## config.mk

```make
export PLATFORM = sky130hd
export DESIGN_NAME = rc_range_path
export DESIGN_NICKNAME = d
export VERILOG_FILES = /design/src/rtl/rcp_pkg.sv /design/src/rtl/rc_live_latch.sv /design/src/rtl/rc_side_mem.sv /design/src/rtl/rc_out_sel.sv /design/src/rtl/rc_range_path.sv
export SDC_FILE = /design/constraint.sdc
export NUM_CORES = 1
export LEC_CHECK = 0
export BUFFER_PORTS_ARGS = -buffer_cell sky130_fd_sc_hd__buf_2
export CAP_MARGIN = 20
export CORE_MARGIN = 10
export CORE_UTILIZATION = 30
export DETAILED_ROUTE_END_ITERATION = 7
export GPL_ROUTABILITY_DRIVEN = 0
export GPL_TIMING_DRIVEN = 0
export SLEW_MARGIN = 20
export SYNTH_ARGS = -nofsm -noshare
export SYNTH_HDL_FRONTEND = slang
export SYNTH_HIERARCHICAL = 1
export SYNTH_SLANG_ARGS = --single-unit
```

## constraint.sdc

```tcl
create_clock -name clk -period 2.6 [get_ports clk]
set_input_delay 0.13 -clock clk [delete_from_list [all_inputs] [get_ports clk]]
set_output_delay 0.13 -clock clk [all_outputs]
set_load 0.01 [all_outputs]
```

## src/rtl/rcp_pkg.sv

```systemverilog
package rcp_pkg;

  typedef enum logic [1:0] {
    RC_X1   = 2'd0,
    RC_X10  = 2'd1,
    RC_X100 = 2'd2
  } rc_range_e;

  typedef enum logic [1:0] {
    CYC_AD  = 2'd0,
    CYC_DA  = 2'd1,
    CYC_BAD = 2'd2
  } cyc_kind_e;

  // Strongest threshold crossed on either polarity picks the widest range.
  function automatic logic [1:0] range_from_peaks(input logic [1:0] p, input logic [1:0] n);
    logic [1:0] any;
    any = p | n;
    if (any[1])      return RC_X1;
    else if (any[0]) return RC_X10;
    else             return RC_X100;
  endfunction

  function automatic cyc_kind_e decode_cycle(input logic da, input logic ad);
    case ({da, ad})
      2'b01:   return CYC_AD;
      2'b10:   return CYC_DA;
      default: return CYC_BAD;
    endcase
  endfunction

endpackage

```

## src/rtl/rc_live_latch.sv

```systemverilog
module rc_live_latch
  import rcp_pkg::*;
(
  input  logic       clk,
  input  logic       rst_n,
  input  logic       smp_stb,
  input  logic [1:0] pk_pos,
  input  logic [1:0] pk_neg,
  output logic [1:0] new_code,
  output logic [1:0] live_q
);

  assign new_code = range_from_peaks(pk_pos, pk_neg);

  always_ff @(posedge clk or negedge rst_n) begin
    if (!rst_n)       live_q <= RC_X1;
    else if (smp_stb) live_q <= new_code;
  end

  assert_live_hold_R2: assert property (@(posedge clk) disable iff (!rst_n)
    !smp_stb |=> $stable(live_q));

endmodule

```

## src/rtl/rc_side_mem.sv

```systemverilog
module rc_side_mem #(
  parameter int AW = 6,
  parameter int BW = 2
) (
  input  logic          clk,
  input  logic          rst_n,
  input  logic          wr_en,
  input  logic [1:0]    wr_code,
  input  logic [AW-1:0] smp_addr,
  input  logic [BW-1:0] bank_sel,
  input  logic          rd_stb,
  output logic          rd_rise,
  output logic [1:0]    stored_q
);

  localparam int DEPTH = 1 << AW;

  logic [1:0]    mem [DEPTH];
  logic [AW-1:0] idx;
  logic          rd_stb_q;

  // Bank offset added to the sample address, wrapping at the top.
  assign idx     = smp_addr + {{(AW-BW){1'b0}}, bank_sel};
  assign rd_rise = rd_stb & ~rd_stb_q;

  always_ff @(posedge clk) begin
    if (wr_en) mem[idx] <= wr_code;
  end

  always_ff @(posedge clk or negedge rst_n) begin
    if (!rst_n) begin
      rd_stb_q <= 1'b0;
      stored_q <= 2'd0;
    end else begin
      rd_stb_q <= rd_stb;
      if (rd_rise) stored_q <= mem[idx];
    end
  end

  assert_stored_hold_R4: assert property (@(posedge clk) disable iff (!rst_n)
    !rd_rise |=> $stable(stored_q));

endmodule

```

## src/rtl/rc_out_sel.sv

```systemverilog
module rc_out_sel
  import rcp_pkg::*;
(
  input  logic       clk,
  input  logic       rst_n,
  input  cyc_kind_e  cyc,
  input  logic [1:0] live_q,
  input  logic [1:0] stored_q,
  output logic [1:0] att_code,
  output logic       cyc_err
);

  always_ff @(posedge clk or negedge rst_n) begin
    if (!rst_n) begin
      att_code <= RC_X1;
      cyc_err  <= 1'b0;
    end else begin
      cyc_err <= (cyc == CYC_BAD);
      case (cyc)
        CYC_AD:  att_code <= live_q;
        CYC_DA:  att_code <= stored_q;
        default: att_code <= att_code;
      endcase
    end
  end

  assert_code_legal_R1: assert property (@(posedge clk) disable iff (!rst_n)
    att_code != 2'b11);
  assert_ad_pass_R5: assert property (@(posedge clk) disable iff (!rst_n)
    (cyc == CYC_AD) |=> att_code == $past(live_q));
  assert_da_pass_R6: assert property (@(posedge clk) disable iff (!rst_n)
    (cyc == CYC_DA) |=> att_code == $past(stored_q));
  assert_bad_hold_R7: assert property (@(posedge clk) disable iff (!rst_n)
    (cyc == CYC_BAD) |=> $stable(att_code));
  assert_err_set_R8: assert property (@(posedge clk) disable iff (!rst_n)
    (cyc == CYC_BAD) |=> cyc_err);
  assert_err_clr_R8: assert property (@(posedge clk) disable iff (!rst_n)
    (cyc != CYC_BAD) |=> !cyc_err);

endmodule

```

## src/rtl/rc_range_path.sv

```systemverilog
module rc_range_path
  import rcp_pkg::*;
#(
  parameter int AW = 6,
  parameter int BW = 2
) (
  input  logic          clk,
  input  logic          rst_n,
  input  logic          smp_stb,
  input  logic [1:0]    pk_pos,
  input  logic [1:0]    pk_neg,
  input  logic          cyc_da,
  input  logic          cyc_ad,
  input  logic [AW-1:0] smp_addr,
  input  logic [BW-1:0] bank_sel,
  input  logic          rd_stb,
  output logic [1:0]    att_code,
  output logic          cyc_err
);

  cyc_kind_e  cyc;
  logic [1:0] new_code;
  logic [1:0] live_q;
  logic [1:0] stored_q;
  logic       wr_en;
  logic       rd_rise;

  assign cyc   = decode_cycle(cyc_da, cyc_ad);
  // One write per sample, only while recording.
  assign wr_en = smp_stb & (cyc == CYC_AD);

  rc_live_latch u_live (
    .clk(clk), .rst_n(rst_n), .smp_stb(smp_stb),
    .pk_pos(pk_pos), .pk_neg(pk_neg),
    .new_code(new_code), .live_q(live_q)
  );

  rc_side_mem #(.AW(AW), .BW(BW)) u_mem (
    .clk(clk), .rst_n(rst_n), .wr_en(wr_en), .wr_code(new_code),
    .smp_addr(smp_addr), .bank_sel(bank_sel), .rd_stb(rd_stb),
    .rd_rise(rd_rise), .stored_q(stored_q)
  );

  rc_out_sel u_out (
    .clk(clk), .rst_n(rst_n), .cyc(cyc),
    .live_q(live_q), .stored_q(stored_q),
    .att_code(att_code), .cyc_err(cyc_err)
  );

  assert_write_gate_R3: assert property (@(posedge clk) disable iff (!rst_n)
    wr_en |-> (smp_stb && cyc_ad && !cyc_da));

endmodule

```

==> run_results.csv, run 1 <==
group,metric,value,unit
floorplan,die_h,159,um
global_routing,grt_max_degree,25,
floorplan,die_area,25400,um2
drt,drt_wl_total,12.4,mm
critical_path,path_max_fanout,8,
timing,setup_viol,0,
synth,yosysUniqueCellTypes,39,
clock_tree,clock_sink_count,136,
clock_tree,cts_root_buf,"clkbuf_16",
final_layout,fillers,1786,
clock_tree,insertion_delay,420,ps
timing,setup_tns,0,ps
final_layout,stdcell_area,7070,um2
drt,drt_iter0_markers,272,
hold_path,hold_class,"primary input to async pin",
final_layout,stdcell_count,663,
final_layout,final_net_count,413,
critical_path,rrSetupSlack,560,ps
timing,worstMarginPinSlew,673,ps
synth,synth_edf_count,128,
power_and_ir_drop,netSwitchingFraction,21.7,%
synth,async_reset_ff_share,5.88,%
clock_tree,clk_transition_reported_paths,60,ps
floorplan,io_pins,21,
timing,hold_ws,92.5,ps
place,numPortBuffers,20,
drt,route.detailed.drc,0,
synth,ys_seq_area_share,69.4,%
synth,synth-seq-cells,136,
power_and_ir_drop,switching_power,0.00113,W
final_layout,drive_gt1_share,26.3,%
floorplan,coreArea,18900,um2
power_and_ir_drop,power.clock.fraction,45.0,%
timing,finalHoldViolCount,0,
clock_tree,cts_tree,"built",
drt,ant_nets,0,
place,place_area,6370,um2
drt,wl_per_cell,18.7,um
drt,top_layer,"met4",
power_and_ir_drop,cellPowerDensity,739,nW/um2
critical_path,crit_start,"smp_addr[0]",
drt,drt-met1-wl,5.51,mm
power_and_ir_drop,combPwrFrac,8.7,%
global_routing,first_global_vias,3351,
final_layout,antennaDiodeCount,0,
critical_path,crit_end,"u_mem/stored_q[0]",
timing,slew_viol_final,0,
critical_path,critPathKind,"primary input to flop",
critical_path,critPathCaptureType,"flop",
floorplan,initial_core_util,30.8,%
place,dp_cells,623,
critical_path,required,2890,ps
synth,synth_area,5830,um2
timing,fmax,401,MHz
critical_path,worstSetupStartpointType,"primary input",
clock_tree,htreeDepth,4,
drt,dr_wl_met3,625,um
timing,fin_crit_sh,95.9,%
synth,syn_avg_cell_area,17.3,um2
final_layout,layout_common_cells,"128 x edfxtp_1, 70 x nor2_1, 25 x buf_2, 20 x mux4_2, 17 x clkbuf_16",
synth,synth_top_flop_cell,"edfxtp_1",
timing,min_period,2490,ps
timing,worst_slew_margin_rel,54.8,%
final_layout,final_common_cell,"edfxtp_1",
final_layout,final_util,37.4,%
global_routing,overflow,0,
critical_path,rr_startpoint,"u_mem/mem[60][0]",
global_routing,track_usage,10.0,%
drt,vias,3144,
drt,drt-pass1-iter-count,7,
floorplan,row_count,50,
power_and_ir_drop,vdd_drop_max,0.399,mV
timing,rsz0062_at_grt,"false",
status,status,"finished clean",
global_routing,antenna_found_initial,1,
synth,postSynthNetCount,359,
critical_path,worstPathArrival,2780,ps
clock_tree,cts_buffers,17,
floorplan,die_w,159,um
timing,skew,6.23,ps
critical_path,rr_worst_depth,5,
synth,syn-instance-count,336,
job,drv_cap,0,
global_routing,grt_pass1_wl,19.3,mm
place,hpwl,8.28,mm
drt,viasPerCell,4.74,
power_and_ir_drop,seq_power_share,46.3,%
critical_path,reg2reg_to,"u_mem/stored_q[0]",
drt,met2_length,6.07,mm
synth,yosysWarnings,6,
power_and_ir_drop,p_int,0.00410,W
clock_tree,cts_buffer_depth,2,
power_and_ir_drop,leakage,2.05,nW
final_layout,syn_to_final_growth,21.3,%
## power groups by stage
stage          Combinational [W]  Sequential [W]  Clock, W
6_report                0.000454         0.00242   0.00235
5_1_grt                 0.000492         0.00242   0.00250
4_1_cts                 0.000454         0.00242   0.00240
3_5_place_dp            0.000439         0.00246         0
3_3_place_gp            0.000418         0.00247         0
2_1_floorplan           0.000290         0.00247         0
## state kept, by name, summed over array words and instances, names as in the netlist
name,count
u_mem/stored_q,2
u_out/att_code,2
u_mem/mem,128
u_mem/rd_stb_q,1
u_out/cyc_err,1
u_live/live_q,2
## routing by layer
layer | vias to the layer above | track usage, %
met3 | 14 | 3.15
met4 | 0 | 3.83
met5 | - | 0
met1 | 1610 | 12.7
met2 | 86 | 15.8
li1 | 1434 | -
## area by class of cell
cell class	count	area (um2)	area share, %
buffer	15	95.1	1.34
clock buffer	18	429	6.07
clock inverter	14	158	2.23
inverter	3	11.3	0.159
multi-input combinational	182	1740	24.5
sequential	136	4040	57.2
tap	260	325	4.60
timing repair buffer	35	273	3.86
## synthesized netlist by cell type, types with 4 or more instances
master | instances | area, um2
nor2_1 | 70 | 263
o21ai_0 | 4 | 20.0
buf_2 | 5 | 25.0
edfxtp_1 | 128 | 3840
dfrtp_1 | 8 | 200
mux4_2 | 20 | 450
ha_1 | 4 | 50.1
clkbuf_1 | 5 | 18.8
mux2i_1 | 16 | 160
xnor2_1 | 4 | 35.0
o22ai_1 | 4 | 25.0
nand3_1 | 8 | 40.0
mux4_1 | 12 | 315
or3_1 | 4 | 25.0
nand2_1 | 6 | 22.5
## what timing repair did
action | 4_1_cts | 5_1_grt
endpoints found under the hold margin | 11 | 0
pin swaps | 2 | 1
hold buffers | 4 | 0
cloned | 0 | 0
setup endpoints to repair | 125 | 24
gates resized for setup | 5 | 3
setup buffers | 4 | 0
## stage by stage
stage,power (W),setup WS (ps)
finish,0.00523,107
detailed placement,0.00290,-952
floorplan,0.00276,124
global route,0.00541,10.9
global placement,0.00288,-1020
CTS,0.00528,59.5
## critical path, cell delays in order
cell and delay [ps]:
buf_2 100, ha_1 210, fa_1 530, xor2_4 370
mux4_2 350, and2b_1 180, a211oi_1 340, a2111oi_2 120
o41a_1 440
## cells by family after synthesis
kind of cell	synth area share [%]
buffers and inverters	1.78
adders and majority gates	1.20
muxes	16.1
DFF	69.4
AOI/OAI and AO/OA	2.68
xor gates and xnor gates	1.16
and+or+nand+nor	7.69
## worst min path at each step
stage,start,to,slack (ps),depth (start not counted)
after floorplan,rst_n,u_live/live_q[0],-170,0
after detailed placement,rst_n,u_out/att_code[1],-20,1
final,rst_n,u_out/att_code[0],90,2
after CTS,rst_n,u_out/cyc_err,80,2
after global placement,rst_n,u_mem/rd_stb_q,-20,1
after global routing,pk_neg[0],u_mem/mem[53][1],90,2
No activity file was read; power rests on OpenSTA's default activity.
==> run 2: changes to the inputs <==
- CORE_UTILIZATION: 30 -> 45
==> run 2 against run 1 <==
  * Sequential power is essentially flat
  * Critical path depth rose by 1
  * Power rose by 1.6%
  * Via count increased by 0.89%
  * Largest power group is now clock
  * Sequential share of layout area is 1.1 points higher
  * Design area is 1.8% lower
  * Count of clock-buffer cells in the layout is the same
  * Global-route usage grew 4.4 points
  * Worst setup slack gained 6.3 ps
  * Register-to-register slack gained 70 ps
  * Die area down 30%
  * Clock skew increased by 1.4 ps
==> run_results.csv, run 2 (synthesized netlist as in run 1, its figures left out) <==
group,metric,value,unit
clock_tree,cts_buffers,17,
final_layout,fillers,1020,
critical_path,crit_slowest_cell,"fa_1",
status,status,"finished clean",
floorplan,coreArea,12700,um2
critical_path,worstSetupStartpointType,"primary input",
clock_tree,htreeDepth,4,
job,drv_cap,0,
timing,rsz0062_at_grt,"false",
final_layout,final-seq-area,4040,um2
power_and_ir_drop,vdd_drop_max,0.774,mV
power_and_ir_drop,cellPowerDensity,765,nW/um2
timing,fin_crit_sh,95.7,%
timing,worstMarginPinSlew,605,ps
final_layout,final_net_count,412,
place,numPortBuffers,20,
final_layout,antennaDiodeCount,0,
power_and_ir_drop,power,0.00531,W
timing,finalHoldViolCount,0,
critical_path,critPathKind,"primary input to flop",
timing,fmax,402,MHz
clock_tree,insertion_delay,410,ps
drt,route.detailed.drc,0,
final_layout,drive_gt1_share,25.7,%
final_layout,regMostFlops,"u_mem/mem",
timing,setup_viol,0,
floorplan,row_count,41,
final_layout,layout_common_cells,"128 x edfxtp_1, 70 x nor2_1, 26 x buf_2, 20 x mux4_2, 17 x clkbuf_16",
clock_tree,cts_tree,"built",
critical_path,path_max_fanout,10,
critical_path,cp_top_family,"adder cells",
power_and_ir_drop,leakage,2.05,nW
timing,worst_slew_margin_rel,59.5,%
drt,wl_per_cell,21.2,um
clock_tree,cts_buffer_depth,2,
critical_path,critPathCaptureType,"flop",
floorplan,die_w,134,um
timing,min_period,2490,ps
critical_path,critPathMaxStageDelay,510,ps
floorplan,initial_core_util,46.0,%
global_routing,grt_pass1_wl,19.0,mm
drt,viasPerCell,5.54,
drt,drt_iter0_markers,326,
clock_tree,clk_transition_reported_paths,50,ps
final_layout,multiInputGateArea,1720,um2
drt,drt_wl_total,12.2,mm
hold_path,hold_class,"primary input to flop",
drt,drt-pass1-iter-count,5,
global_routing,track_usage,14.4,%
final_layout,final_util,54.8,%
drt,ant_nets,0,
clock_tree,cts_root_buf,"clkbuf_16",
global_routing,antenna_found_initial,0,
final_layout,syn_to_final_growth,19.1,%
critical_path,cp.buffers_inverters,2,
timing,slew_viol_final,0,
global_routing,grt_max_degree,25,
critical_path,worstPathArrival,2770,ps
final_layout,final_common_cell,"edfxtp_1",
global_routing,overflow,0,
floorplan,io_pins,21,
final_layout,largest_reg_flops,128,
clock_tree,clock_sink_count,136,
drt,vias,3172,
floorplan,die_area,17900,um2
floorplan,die_h,134,um
timing,hold_ws,93.1,ps
critical_path,path_cells,"buf_2 -> ha_1 -> fa_1 -> xor2_4 -> buf_6 -> mux4_1 -> mux2i_1 -> o22ai_1 -> o211a_1 -> o41a_1",
timing,skew,7.65,ps
critical_path,required,2880,ps
global_routing,first_global_vias,3349,
place,hpwl,8.13,mm
[run 2: final timing paths]
path	slack (ps)	endpoint	start	cells after the start
setup / recovery	110	u_mem/stored_q[1]	smp_addr[0]	10
hold / removal	90	u_mem/mem[0][1]	pk_neg[0]	2
setup reg to reg	630	u_mem/stored_q[1]	u_mem/mem[60][1]	5
hold reg to reg	500	u_out/att_code[0]	u_out/att_code[0]	2
max in group asynchronous	2320	u_live/live_q[0]	rst_n	2
min in group asynchronous	100	u_mem/rd_stb_q	rst_n	2
[run 2: through the flow]
stage | cells | setup slack [ps] | cell area [um2] | setup TNS, ps
after floorplan | 336 | 124 | 5840 | 0
after global placement | 528 | -1050 | 6160 | -192870
after detailed placement | 535 | -913 | 6240 | -88460
after CTS | 574 | -143 | 6930 | -3750
after global routing | 573 | 9.63 | 6940 | 0
final | 573 | 113 | 6940 | 0
[run 2: worst reg2reg max path, stage by stage, from the launching register on]
cell	delay [ps]
edfxtp_1	370
mux4_2	450
and2b_1	170
a211oi_1	300
a2111oi_2	120
o41a_1	440
[run 2: layout make-up]
type | count | share of cell area [%]
flip-flops and latches | 136 | 58.3
multi-input cells | 182 | 24.8
clock buffers | 18 | 6.18
repair buffers | 35 | 3.59
well taps | 172 | 3.10
clock inverters | 13 | 2.60
plain buffers | 14 | 1.32
inverters | 3 | 0.162
[run 2: where the power goes]
| group | internal [W] | total, W | switching [W] |
|---|---|---|---|
| combinational | 0.000188 | 0.000446 | 0.000258 |
| clock | 0.00159 | 0.00244 | 0.000853 |
| sequential | 0.00241 | 0.00242 | 0.00000950 |
| total | 0.00419 | 0.00531 | 0.00112 |
[run 2: timing repair]
item                                    CTS  global route
hold buffers                              4             0
endpoints found under the setup margin  130            54
setup buffers                             4             0
resized for setup                         2             4
pin swaps                                 2             1
hold endpoints to repair                 11             0
[run 2: layer usage]
| layer | share of wire [%] | wire length (um) | track usage [%] | vias to the layer above |
|---|---|---|---|---|
| li1 | - | - | - | 1430 |
| met5 | 0 | 0 | 0 | - |
| met4 | 1.2 | 149 | 5.08 | 0 |
| met1 | 43 | 5190 | 17.8 | 1622 |
| met3 | 6.2 | 751 | 4.82 | 13 |
| met2 | 50 | 6080 | 23.3 | 107 |
